==> src/rtl/coex_pkg.sv <==
package coex_pkg;

    localparam int FN_CNT = 4;

    typedef enum logic [1:0] {
        FN_REQ  = 2'd0,
        FN_PRI  = 2'd1,
        FN_DENY = 2'd2,
        FN_ANT  = 2'd3
    } coex_fn_e;

    typedef enum logic {
        SLOT_IDLE = 1'b0,
        SLOT_HELD = 1'b1
    } slot_e;

    typedef struct packed {
        logic req;
        logic pri;
    } bt_in_t;

    typedef struct packed {
        logic deny;
        logic ant;
    } coex_out_t;

    function automatic int idx_width(input int npins);
        return (npins > 1) ? $clog2(npins) : 1;
    endfunction

endpackage

==> src/rtl/coex_pin_sampler.sv <==
module coex_pin_sampler
    import coex_pkg::*;
#(
    parameter int NUM_PINS = 7,
    localparam int PIN_W = idx_width(NUM_PINS)
)(
    input  logic                  clk,
    input  logic                  rst,
    input  logic [1:0]            in_en,
    input  logic [2*PIN_W-1:0]    in_pin,
    input  logic [NUM_PINS-1:0]   pin_in,
    output bt_in_t                bt
);

    logic [1:0] picked;

    for (genvar f = 0; f < 2; f++) begin : g_in
        logic [PIN_W-1:0] fld;
        assign fld = in_pin[f*PIN_W +: PIN_W];
        always_comb begin
            picked[f] = 1'b0;
            for (int p = 0; p < NUM_PINS; p++) begin
                if (in_en[f] && (fld == PIN_W'(p)))
                    picked[f] = pin_in[p];
            end
        end
    end

    always_ff @(posedge clk) begin
        if (rst) begin
            bt <= '0;
        end else begin
            bt.req <= picked[0];
            bt.pri <= picked[1];
        end
    end

endmodule

==> src/rtl/coex_decider.sv <==
module coex_decider
    import coex_pkg::*;
(
    input  logic      clk,
    input  logic      rst,
    input  logic      mode_3wire,
    input  logic      wl_busy,
    input  logic      wl_hi_pri,
    input  logic      ant_sw_req,
    input  bt_in_t    bt,
    output coex_out_t res
);

    slot_e slot_q;
    logic  bt_wins;

    assign bt_wins = mode_3wire && bt.pri && !wl_hi_pri;

    always_ff @(posedge clk) begin
        if (rst) begin
            slot_q <= SLOT_IDLE;
            res    <= '0;
        end else begin
            res.ant <= ant_sw_req;
            if (bt.req) begin
                if (slot_q == SLOT_IDLE) begin
                    res.deny <= wl_busy && !bt_wins;
                    slot_q   <= SLOT_HELD;
                end
            end else begin
                res.deny <= wl_busy;
                slot_q   <= SLOT_IDLE;
            end
        end
    end

    assert_idle_follow_R4: assert property (@(posedge clk) disable iff (rst)
        !bt.req |=> (res.deny == $past(wl_busy)));

    assert_two_wire_R5: assert property (@(posedge clk) disable iff (rst)
        (bt.req && slot_q == SLOT_IDLE && !mode_3wire) |=> (res.deny == $past(wl_busy)));

    assert_bt_pri_wins_R6: assert property (@(posedge clk) disable iff (rst)
        (bt.req && slot_q == SLOT_IDLE && mode_3wire && bt.pri && !wl_hi_pri) |=> !res.deny);

    assert_slot_hold_R7: assert property (@(posedge clk) disable iff (rst)
        (bt.req && slot_q == SLOT_HELD) |=> $stable(res.deny));

    assert_ant_bypass_R9: assert property (@(posedge clk) disable iff (rst)
        1'b1 |=> (res.ant == $past(ant_sw_req)));

endmodule

==> src/rtl/coex_pin_driver.sv <==
module coex_pin_driver
    import coex_pkg::*;
#(
    parameter int NUM_PINS = 7,
    localparam int PIN_W = idx_width(NUM_PINS)
)(
    input  logic                 clk,
    input  logic                 rst,
    input  logic [1:0]           out_en,
    input  logic [2*PIN_W-1:0]   out_pin,
    input  coex_out_t            res,
    output logic [NUM_PINS-1:0]  pin_out,
    output logic [NUM_PINS-1:0]  pin_oe
);

    logic [PIN_W-1:0] deny_fld, ant_fld;
    assign deny_fld = out_pin[0 +: PIN_W];
    assign ant_fld  = out_pin[PIN_W +: PIN_W];

    for (genvar p = 0; p < NUM_PINS; p++) begin : g_pin
        logic deny_hit, ant_hit;
        assign deny_hit = out_en[0] && (deny_fld == PIN_W'(p));
        assign ant_hit  = out_en[1] && (ant_fld == PIN_W'(p));
        always_comb begin
            pin_oe[p]  = deny_hit || ant_hit;
            if (deny_hit)      pin_out[p] = res.deny;
            else if (ant_hit)  pin_out[p] = res.ant;
            else               pin_out[p] = 1'b0;
        end
    end

    assert_released_low_R1: assert property (@(posedge clk) disable iff (rst)
        ((pin_out & ~pin_oe) == '0));

    assert_oe_count_R2: assert property (@(posedge clk) disable iff (rst)
        ($countones(pin_oe) <= 2));

endmodule

==> src/rtl/coex_map_check.sv <==
module coex_map_check
    import coex_pkg::*;
#(
    parameter int NUM_PINS = 7,
    localparam int PIN_W = idx_width(NUM_PINS)
)(
    input  logic                      clk,
    input  logic                      rst,
    input  logic [FN_CNT-1:0]         map_en,
    input  logic [FN_CNT*PIN_W-1:0]   map_pin,
    output logic                      cfg_error
);

    logic [PIN_W-1:0] fld [FN_CNT];
    logic [FN_CNT-1:0] bad_idx;
    logic clash;

    for (genvar f = 0; f < FN_CNT; f++) begin : g_fld
        assign fld[f]     = map_pin[f*PIN_W +: PIN_W];
        assign bad_idx[f] = map_en[f] && (int'(fld[f]) >= NUM_PINS);
    end

    always_comb begin
        clash = 1'b0;
        for (int i = 0; i < FN_CNT; i++)
            for (int j = i + 1; j < FN_CNT; j++)
                if (map_en[i] && map_en[j] && (fld[i] == fld[j]))
                    clash = 1'b1;
    end

    always_ff @(posedge clk) begin
        if (rst) cfg_error <= 1'b0;
        else     cfg_error <= clash || (|bad_idx);
    end

    assert_out_clash_R8: assert property (@(posedge clk) disable iff (rst)
        (map_en[FN_DENY] && map_en[FN_ANT] && fld[FN_DENY] == fld[FN_ANT]) |=> cfg_error);

endmodule

==> src/rtl/coex_arbiter.sv <==
module coex_arbiter
    import coex_pkg::*;
#(
    parameter int NUM_PINS = 7,
    localparam int PIN_W = idx_width(NUM_PINS)
)(
    input  logic                      clk,
    input  logic                      rst,
    input  logic                      mode_3wire,
    input  logic                      wl_busy,
    input  logic                      wl_hi_pri,
    input  logic                      ant_sw_req,
    input  logic [FN_CNT-1:0]         map_en,
    input  logic [FN_CNT*PIN_W-1:0]   map_pin,
    input  logic [NUM_PINS-1:0]       pin_in,
    output logic [NUM_PINS-1:0]       pin_out,
    output logic [NUM_PINS-1:0]       pin_oe,
    output logic                      cfg_error
);

    bt_in_t    bt;
    coex_out_t res;

    coex_pin_sampler #(.NUM_PINS(NUM_PINS)) u_sampler (
        .clk    (clk),
        .rst    (rst),
        .in_en  (map_en[1:0]),
        .in_pin (map_pin[2*PIN_W-1:0]),
        .pin_in (pin_in),
        .bt     (bt)
    );

    coex_decider u_decider (
        .clk        (clk),
        .rst        (rst),
        .mode_3wire (mode_3wire),
        .wl_busy    (wl_busy),
        .wl_hi_pri  (wl_hi_pri),
        .ant_sw_req (ant_sw_req),
        .bt         (bt),
        .res        (res)
    );

    coex_pin_driver #(.NUM_PINS(NUM_PINS)) u_driver (
        .clk     (clk),
        .rst     (rst),
        .out_en  (map_en[3:2]),
        .out_pin (map_pin[FN_CNT*PIN_W-1:2*PIN_W]),
        .res     (res),
        .pin_out (pin_out),
        .pin_oe  (pin_oe)
    );

    coex_map_check #(.NUM_PINS(NUM_PINS)) u_check (
        .clk       (clk),
        .rst       (rst),
        .map_en    (map_en),
        .map_pin   (map_pin),
        .cfg_error (cfg_error)
    );

    assert_reset_quiet_R10: assert property (@(posedge clk)
        rst |=> (!cfg_error && !res.deny && !res.ant));

endmodule

==> config.mk <==
export PLATFORM = sky130hd
export DESIGN_NAME = coex_arbiter
export DESIGN_NICKNAME = d
export VERILOG_FILES = /design/src/rtl/coex_pkg.sv /design/src/rtl/coex_pin_sampler.sv /design/src/rtl/coex_decider.sv /design/src/rtl/coex_pin_driver.sv /design/src/rtl/coex_map_check.sv /design/src/rtl/coex_arbiter.sv
export SDC_FILE = /design/constraint.sdc
export NUM_CORES = 1
export LEC_CHECK = 0
export BUFFER_PORTS_ARGS = -buffer_cell sky130_fd_sc_hd__buf_2
export CAP_MARGIN = 10
export CORE_MARGIN = 2
export CORE_UTILIZATION = 49
export CTS_BUF_LIST = sky130_fd_sc_hd__clkbuf_16
export CTS_CLUSTER_DIAMETER = 30
export DETAILED_ROUTE_END_ITERATION = 16
export PLACE_DENSITY = 0.84
export REMOVE_ABC_BUFFERS = 1
export SYNTH_ARGS = -nofsm -noshare
export SYNTH_HDL_FRONTEND = slang
export SYNTH_SLANG_ARGS = --single-unit
export TNS_END_PERCENT = 5
==> constraint.sdc <==
create_clock -name clk -period 2.5 [get_ports clk]
set_input_delay 0.25 -clock clk [delete_from_list [all_inputs] [get_ports clk]]
set_output_delay 0.25 -clock clk [all_outputs]
set_load 0.01 [all_outputs]
# Word-level counts from Yosys, hierarchy flattened
# Cells that the tools add are included.
# word_totals
output_inout_bits	15
regBits	6
inputBits	29
word_cells	140
# op_classes
n_eq_ne	31
reduce_logical	62
magnitude_cmp	4
mux	37
# ops
cell	count
logical AND 1 bit	47
2-to-1 mux 1 bit	37
equality test 3 bit (second input constant)	12
equality test 3 x 2 -> 1 bit (second input constant)	8
equality test 3 bit	6
equality test 3 x 1 -> 1 bit (second input constant)	4
greater-or-equal comparator 3 bit (second input constant)	4
logical NOT 3 bit	4
logical OR 1 bit	8
OR reduction 4 bit	1
logical NOT 1 bit	2
inequality test 2 bit (second input constant)	1

# Longest topological paths before layout
# Gate-level depths: netlist of run 1.
# depth
word_depth	9
ltp_mapped	5
ltp_nobuf	4

# Cells and area by module
# Synthesis of run 1 repeated with hierarchy kept, for this count alone.
# unflattened
cells_unflattened	101
area_unflattened_um2	828.3
# by_module_without_submodules
mod	area_per_inst_um2	cells_each	instances
coex_map_check	284.0	38	1
coex_pin_driver	257.7	39	1
coex_pin_sampler	167.7	14	1
coex_decider	118.9	10	1

# Least setup slack after synthesis of run 1
# No wires, ideal clock.
# synth_path
kind	input-to-output
start	input port map_pin[11]
end	output port pin_out[0]
required_time_ns	2.250
arrival_time_ns	1.114
path_slack_ns	1.136
stages	3
path_cell_list	buf_2 > or3b_4 > o31ai_2
# synth_via
elab_chain_cells	4
# synth_lines
element	line	rtl
from (decl)	coex_arbiter.sv:14	input logic [FN_CNT*PIN_W-1:0] map_pin,
logical NOT 3 bit	coex_pin_driver.sv:23	assign ant_hit = out_en[1] && (ant_fld == PIN_W'(p));
logical AND 1 bit	coex_pin_driver.sv:23	
2-to-1 mux 1 bit	coex_pin_driver.sv:27	else if (ant_hit) pin_out[p] = res.ant;
2-to-1 mux 1 bit	coex_pin_driver.sv:26	if (deny_hit) pin_out[p] = res.deny;
to (decl)	coex_arbiter.sv:16	output logic [NUM_PINS-1:0] pin_out,
# Every way passes these cells.

# Worst setup path in the final report of run 1
# layout_path
start	input port map_pin[6]
end	output port pin_out[0]
# layout_via
elab_chain_cells	3
# layout_lines
element	line	rtl
logical NOT 3 bit	coex_pin_driver.sv:22	assign deny_hit = out_en[0] && (deny_fld == PIN_W'(p));
logical AND 1 bit	coex_pin_driver.sv:22	
2-to-1 mux 1 bit	coex_pin_driver.sv:26	
# Every way passes these cells.

==> results.yml, run 1 <==
outcome:
  status: "finished, final reports clean"
power:
  swShare: 0.2550
  power_uw: 498.4
  p_int_uw: 371.3
  power.density_mw_per_mm2: 447.6
  power.clock.fraction: 0.507
  p_leak_nw: 0.4741
  vdd_ir_drop_max_v: 0.0005028
  comb_power_share: 0.280
  pwr-share-seq: 0.213
  p_sw_uw: 127.1
critical_path:
  cp.required_ps: 2250
  crit_type: "input pin to output pin"
  rrSetupSlack_ps: 1670
  r2r_end: "u_decider.res[1]"
  path_depth: 6
  rr_worst_depth: 4
  timing.critical_path.buf_inv: 2
  cpMostUsedCell: "buf_2"
  cp-startpoint: "map_pin[6]"
  slowest_delay_ps: 340
  crit_end: "pin_out[0]"
  critical-path-slowest-cell: "nor3_1"
  end_kind: "output pin"
  cp-start-kind: "input pin"
  critical_path.top_delay_family: "simple AND/OR/NAND/NOR gates"
  cp_data_arrival_time_ps: 1310
  r2r_start: "u_sampler.bt[0]"
  crit_chain: "buf_2 > nand2b_1 > nor3_1 > nand2_1 > o31ai_2 > buf_2"
  crit_fanout: 8
synth:
  synth_area_um2: 898.4
  async_reset_ff_frac: 0
  synth_top_area_cell: "dfxtp_1"
  synthCells: 108
  synth_edf_count: 0
  ys_seq_area_frac: 0.1337
  yosys-top-cells-area: "dfxtp_1 13%, xnor2_1 11%, buf_6 8.8%"
  yosys.area.top_type_share: 0.1337
  avgSynthCellArea_um2: 8.318
  synthFlopType: "dfxtp_1"
  yosysWarningCount: 0
  yosysUniqueCellTypes: 34
  ys_ff_latch: 6
global_routing:
  grt_remaining_overflow: 0
  grt_max_degree: 11
  grt_use_total: 0.2247
  grt_pass1_wl_mm: 3.615
  antenna_found_initial: 0
  first_global_vias: 873
layout:
  antenna_cells: 0
  fillers: 164
  fin_util: 0.6449
  syn_to_final_growth_pct: 23.96
  drive_gt1_frac: 0.3873
  final_cell_area_mm2: 0.001114
  nets: 173
place:
  hpwl_mm: 1.774
  gp_congestion: 0.8265
  portBuffers: 43
  placed_area_mm2: 0.001039
detailed_routing:
  drt_iter0_markers: 17
  first_pass_iters: 4
  ant_nets: 0
  drc: 0
  viasPerCell: 5.677
  avgRoutedWirePerCell_um: 13.54
  drt-total-wl_mm: 2.261
  num_vias: 948
cts:
  cts_setup_buffers: 0
  clock_path_buffers: 2
  htreeDepth: 1
  cts.hold.buffers_added: 0
  cts_tree: "done"
  clkLatencyLatePin_ps: 220
  root_buffer: "clkbuf_16"
  cts_sinks: 6
  postCtsResizedCells: 0
  numCtsBuffers: 3
  path_clk_slew_ps: 30
floorplan:
  pin_count: 44
  die-area_mm2: 0.002192
  initial_core_util: 0.5203
  die_y_um: 46.82
  die_w_um: 46.82
  core_mm2: 0.001727
  row_count: 15
timing:
  finalHoldViolCount: 0
  rsz0062_at_grt: "no"
  relSlewSlack: 0.7346
  fin_tns_setup_ps: 0
  finalSetupViolCount: 0
  post-route-period-util: 0.6231
  fin_crit_ps: 1558
  fmax_mhz: 641.9
  skew_ps: 1.426
  finalMaxSlewViolations: 0
  worst_slew_pin_slew_ps: 395.0
run:
  cap_violations: 0
min_path:
  hold_class: "input pin to flop"
  hp-start: "wl_busy"
==> sequential cells by signal, summed over array words and instances, names as in the netlist <==
name	count
u_check.cfg_error	1
u_decider.res	2
u_decider.slot_q	1
u_sampler.bt	2
==> tightest hold or removal path: stages <==
cell and delay [ps]:
buf_2 80, a32oi_1 50, nor2_1 70
==> per-layer routing <==
layer,share of wire,GRT usage
met3,0.068,0.04615
met4,0,0
met5,0,0
met2,0.50,0.4301
met1,0.43,0.2731
==> cells in the final DEF, fill, tap and decap left out, types with 4 or more instances in the layout <==
master / instances
nand3b_1: 4
xnor2_1: 11
nor2_1: 7
dfxtp_1: 6
xor2_1: 7
nand4_1: 6
nand2_1: 9
buf_2: 43
==> cell families after synthesis <==
logic type	count (synthesis)	share of synthesized area
multiplexers	6	0.09749
flip-flops	6	0.1337
AND/OR/NAND/NOR	41	0.2646
buffers and inverters	14	0.1268
AO/OA/AOI/OAI	23	0.2019
XOR/XNOR	18	0.1755
==> worst min-delay path by stage <==
stage / cells past startpoint / end / slack, ps
6_report: 3 / u_decider.res[1] / 270
5_1_grt: 2 / u_check.cfg_error / 280
4_1_cts: 2 / u_check.cfg_error / 270
3_5_place_dp: 2 / u_decider.res[0] / 470
3_3_place_gp: 2 / u_decider.res[0] / 460
2_1_floorplan: 1 / u_check.cfg_error / 310
==> power by group through the flow <==
stage | logic [mW] | clock network [mW] | registers [mW]
after CTS | 0.140 | 0.256 | 0.106
after global placement | 0.134 | 0 | 0.107
final | 0.139 | 0.253 | 0.106
after global routing | 0.154 | 0.263 | 0.107
after detailed placement | 0.139 | 0 | 0.107
after floorplan | 0.0713 | 0 | 0.107
==> cells in the mapped netlist (2+ instances only) <==
library cell  instances
xnor2_1              11
nand2_1               9
buf_6                 7
nor2_1                7
xor2_1                7
dfxtp_1               6
nand4_1               6
buf_2                 4
nand3b_1              4
nor3_1                3
o211ai_1              3
o21ai_0               3
o21bai_1              3
o31ai_1               3
a41oi_1               2
inv_1                 2
mux2_2                2
mux2i_1               2
mux4_2                2
nand2b_1              2
nand4b_1              2
nor2b_1               2
nor3b_1               2
o21ai_1               2
o22ai_1               2
o31ai_2               2
==> area by class of cell <==
type | instances | area (um2) | share of cell area
Tap cell | 25 | 31.28 | 0.02809
Inverter | 2 | 7.507 | 0.006742
Sequential cell | 6 | 120.1 | 0.1079
Clock buffer | 3 | 75.07 | 0.06742
Multi-Input combinational cell | 88 | 664.4 | 0.5966
Timing Repair Buffer | 43 | 215.2 | 0.1933
==> stage by stage <==
stage / setup slack (ps) / std cells / hold WS (ps)
after detailed placement: 966.8 / 164 / 465.6
after global routing: 881.8 / 167 / 276.5
after CTS: 959.4 / 167 / 267.4
final: 942.1 / 167 / 268.8
after global placement: 1034 / 164 / 463.7
after floorplan: 1273 / 96 / 313.3
No activity file was read; power rests on OpenSTA's default activity.
==> run 2: changes to the inputs <==
--- a/config.mk
+++ b/config.mk
@@ -8,11 +8,11 @@
 export BUFFER_PORTS_ARGS = -buffer_cell sky130_fd_sc_hd__buf_2
 export CAP_MARGIN = 10
 export CORE_MARGIN = 2
-export CORE_UTILIZATION = 49
+export CORE_UTILIZATION = 46
 export CTS_BUF_LIST = sky130_fd_sc_hd__clkbuf_16
 export CTS_CLUSTER_DIAMETER = 30
 export DETAILED_ROUTE_END_ITERATION = 16
-export PLACE_DENSITY = 0.84
+export PLACE_DENSITY = 0.8
 export REMOVE_ABC_BUFFERS = 1
 export SYNTH_ARGS = -nofsm -noshare
 export SYNTH_HDL_FRONTEND = slang
==> constraint.sdc (replaced) <==
create_clock -name clk -period 1.5 [get_ports clk]
set_input_delay 0.15 -clock clk [delete_from_list [all_inputs] [get_ports clk]]
set_output_delay 0.15 -clock clk [all_outputs]
set_load 0.01 [all_outputs]
==> results.yml, run 2 (synthesis gave the netlist of run 1 again) <==
outcome:
  status: "finished, final reports clean"
critical_path:
  slowest_delay_ps: 340
  crit_end: "pin_out[4]"
  cp-startpoint: "map_pin[6]"
  critical_path.top_delay_family: "simple AND/OR/NAND/NOR gates"
  path_depth: 6
  cpMostUsedCell: "buf_2"
  crit_fanout: 8
  crit_type: "input pin to output pin"
  cp-start-kind: "input pin"
  crit_chain: "buf_2 > nand2b_1 > nor3b_1 > nand2_1 > o31ai_1 > buf_2"
  r2r_end: "u_decider.res[1]"
  cp_data_arrival_time_ps: 1180
  timing.critical_path.buf_inv: 2
  rr_worst_depth: 4
  r2r_start: "u_sampler.bt[0]"
  rrSetupSlack_ps: 640
  cp.required_ps: 1350
  critical-path-slowest-cell: "nor3b_1"
  end_kind: "output pin"
timing:
  worst_slew_pin_slew_ps: 337.3
  rsz0062_at_grt: "no"
  finalHoldViolCount: 0
  skew_ps: 1.316
  relSlewSlack: 0.7734
  fin_crit_ps: 1326
  fmax_mhz: 754.4
  finalMaxSlewViolations: 0
  finalSetupViolCount: 0
  fin_tns_setup_ps: 0
  post-route-period-util: 0.8837
layout:
  nets: 173
  fin_util: 0.6246
  antenna_cells: 0
  drive_gt1_frac: 0.3873
  fillers: 174
  layout_common_cells: "43 x buf_2, 11 x xnor2_1, 9 x nand2_1"
  reg.largest.list: "u_decider.res (2), u_sampler.bt (2)"
  final_common_cell: "buf_2"
  regArea_um2: 120.1
  syn_to_final_growth_pct: 23.96
  multiInputGateArea_um2: 664.4
cts:
  postCtsResizedCells: 0
  clock_path_buffers: 2
  cts_tree: "done"
  path_clk_slew_ps: 30
  cts.hold.buffers_added: 0
  numCtsBuffers: 3
  cts_setup_buffers: 0
  root_buffer: "clkbuf_16"
  htreeDepth: 1
  cts_sinks: 6
  clkLatencyLatePin_ps: 230
detailed_routing:
  first_pass_iters: 4
  avgRoutedWirePerCell_um: 13.43
  num_vias: 921
  drt_iter0_markers: 12
  ant_nets: 0
  drt-total-wl_mm: 2.243
  viasPerCell: 5.515
  drc: 0
floorplan:
  pin_count: 44
  die_y_um: 48.19
  die-area_mm2: 0.002322
  row_count: 15
  die_w_um: 48.19
  core_mm2: 0.001783
  initial_core_util: 0.5039
power:
  vdd_ir_drop_max_v: 0.0008656
  power.density_mw_per_mm2: 749.9
  p_leak_nw: 0.4741
  power_uw: 835.0
place:
  portBuffers: 43
  hpwl_mm: 1.738
  gp_congestion: 0.7878
run:
  cap_violations: 0
global_routing:
  grt_max_degree: 11
  busiest_layer: "met2"
  met3_usage: 0.04444
  first_global_vias: 832
  gr-usage-met2: 0.3789
  antenna_found_initial: 0
  grt_pass1_wl_mm: 3.394
  grt_use_total: 0.2008
  use_met1: 0.2422
  grt_remaining_overflow: 0
min_path:
  hold_class: "input pin to flop"
-- run 2: cell type report --
cell class,count,area share
clock buffers,3,0.06742
inverters,2,0.006742
multi-input cells,88,0.5966
flip-flops and latches,6,0.1079
well taps,25,0.02809
repair buffers,43,0.1933
-- run 2: how the worst min path moves through the flow --
stage                           from                end  depth (start not counted)  slack [ps]
final                     ant_sw_req   u_decider.res[0]                          2         140
after global routing      ant_sw_req   u_decider.res[0]                          2         150
after floorplan                  rst  u_check.cfg_error                          1         210
after global placement    ant_sw_req   u_decider.res[0]                          2         360
after CTS                 ant_sw_req   u_decider.res[0]                          2         150
after detailed placement  ant_sw_req   u_decider.res[0]                          2         380
-- run 2: metal layers --
metal	up-vias	routed length (um)
met5	-	0
met4	0	14
met3	2	130
met2	38	1102
met1	416	995
li1	465	-
-- run 2: metrics by stage --
step | setup WS, ps | area [um2] | hold slack [ps] | std cells
after floorplan | 473.2 | 792.0 | 213.3 | 96
after global placement | 232.2 | 1039 | 363.4 | 164
after detailed placement | 202.2 | 1039 | 376.5 | 164
after CTS | 200.8 | 1114 | 145.1 | 167
after global routing | 111.2 | 1114 | 150.2 | 167
final | 174.5 | 1114 | 140.3 | 167
-- run 2: power breakdown --
| part | switching (mW) | internal [mW] |
|---|---|---|
| clock network | 0.0841 | 0.342 |
| logic | 0.125 | 0.107 |
| registers | 0.00643 | 0.170 |
-- run 2: worst reg2reg max path: cells and delay by family, from the launching register on --
kind	cells	cell delay, ps
compound gates	2	230
flops	1	300
simple gates	2	220
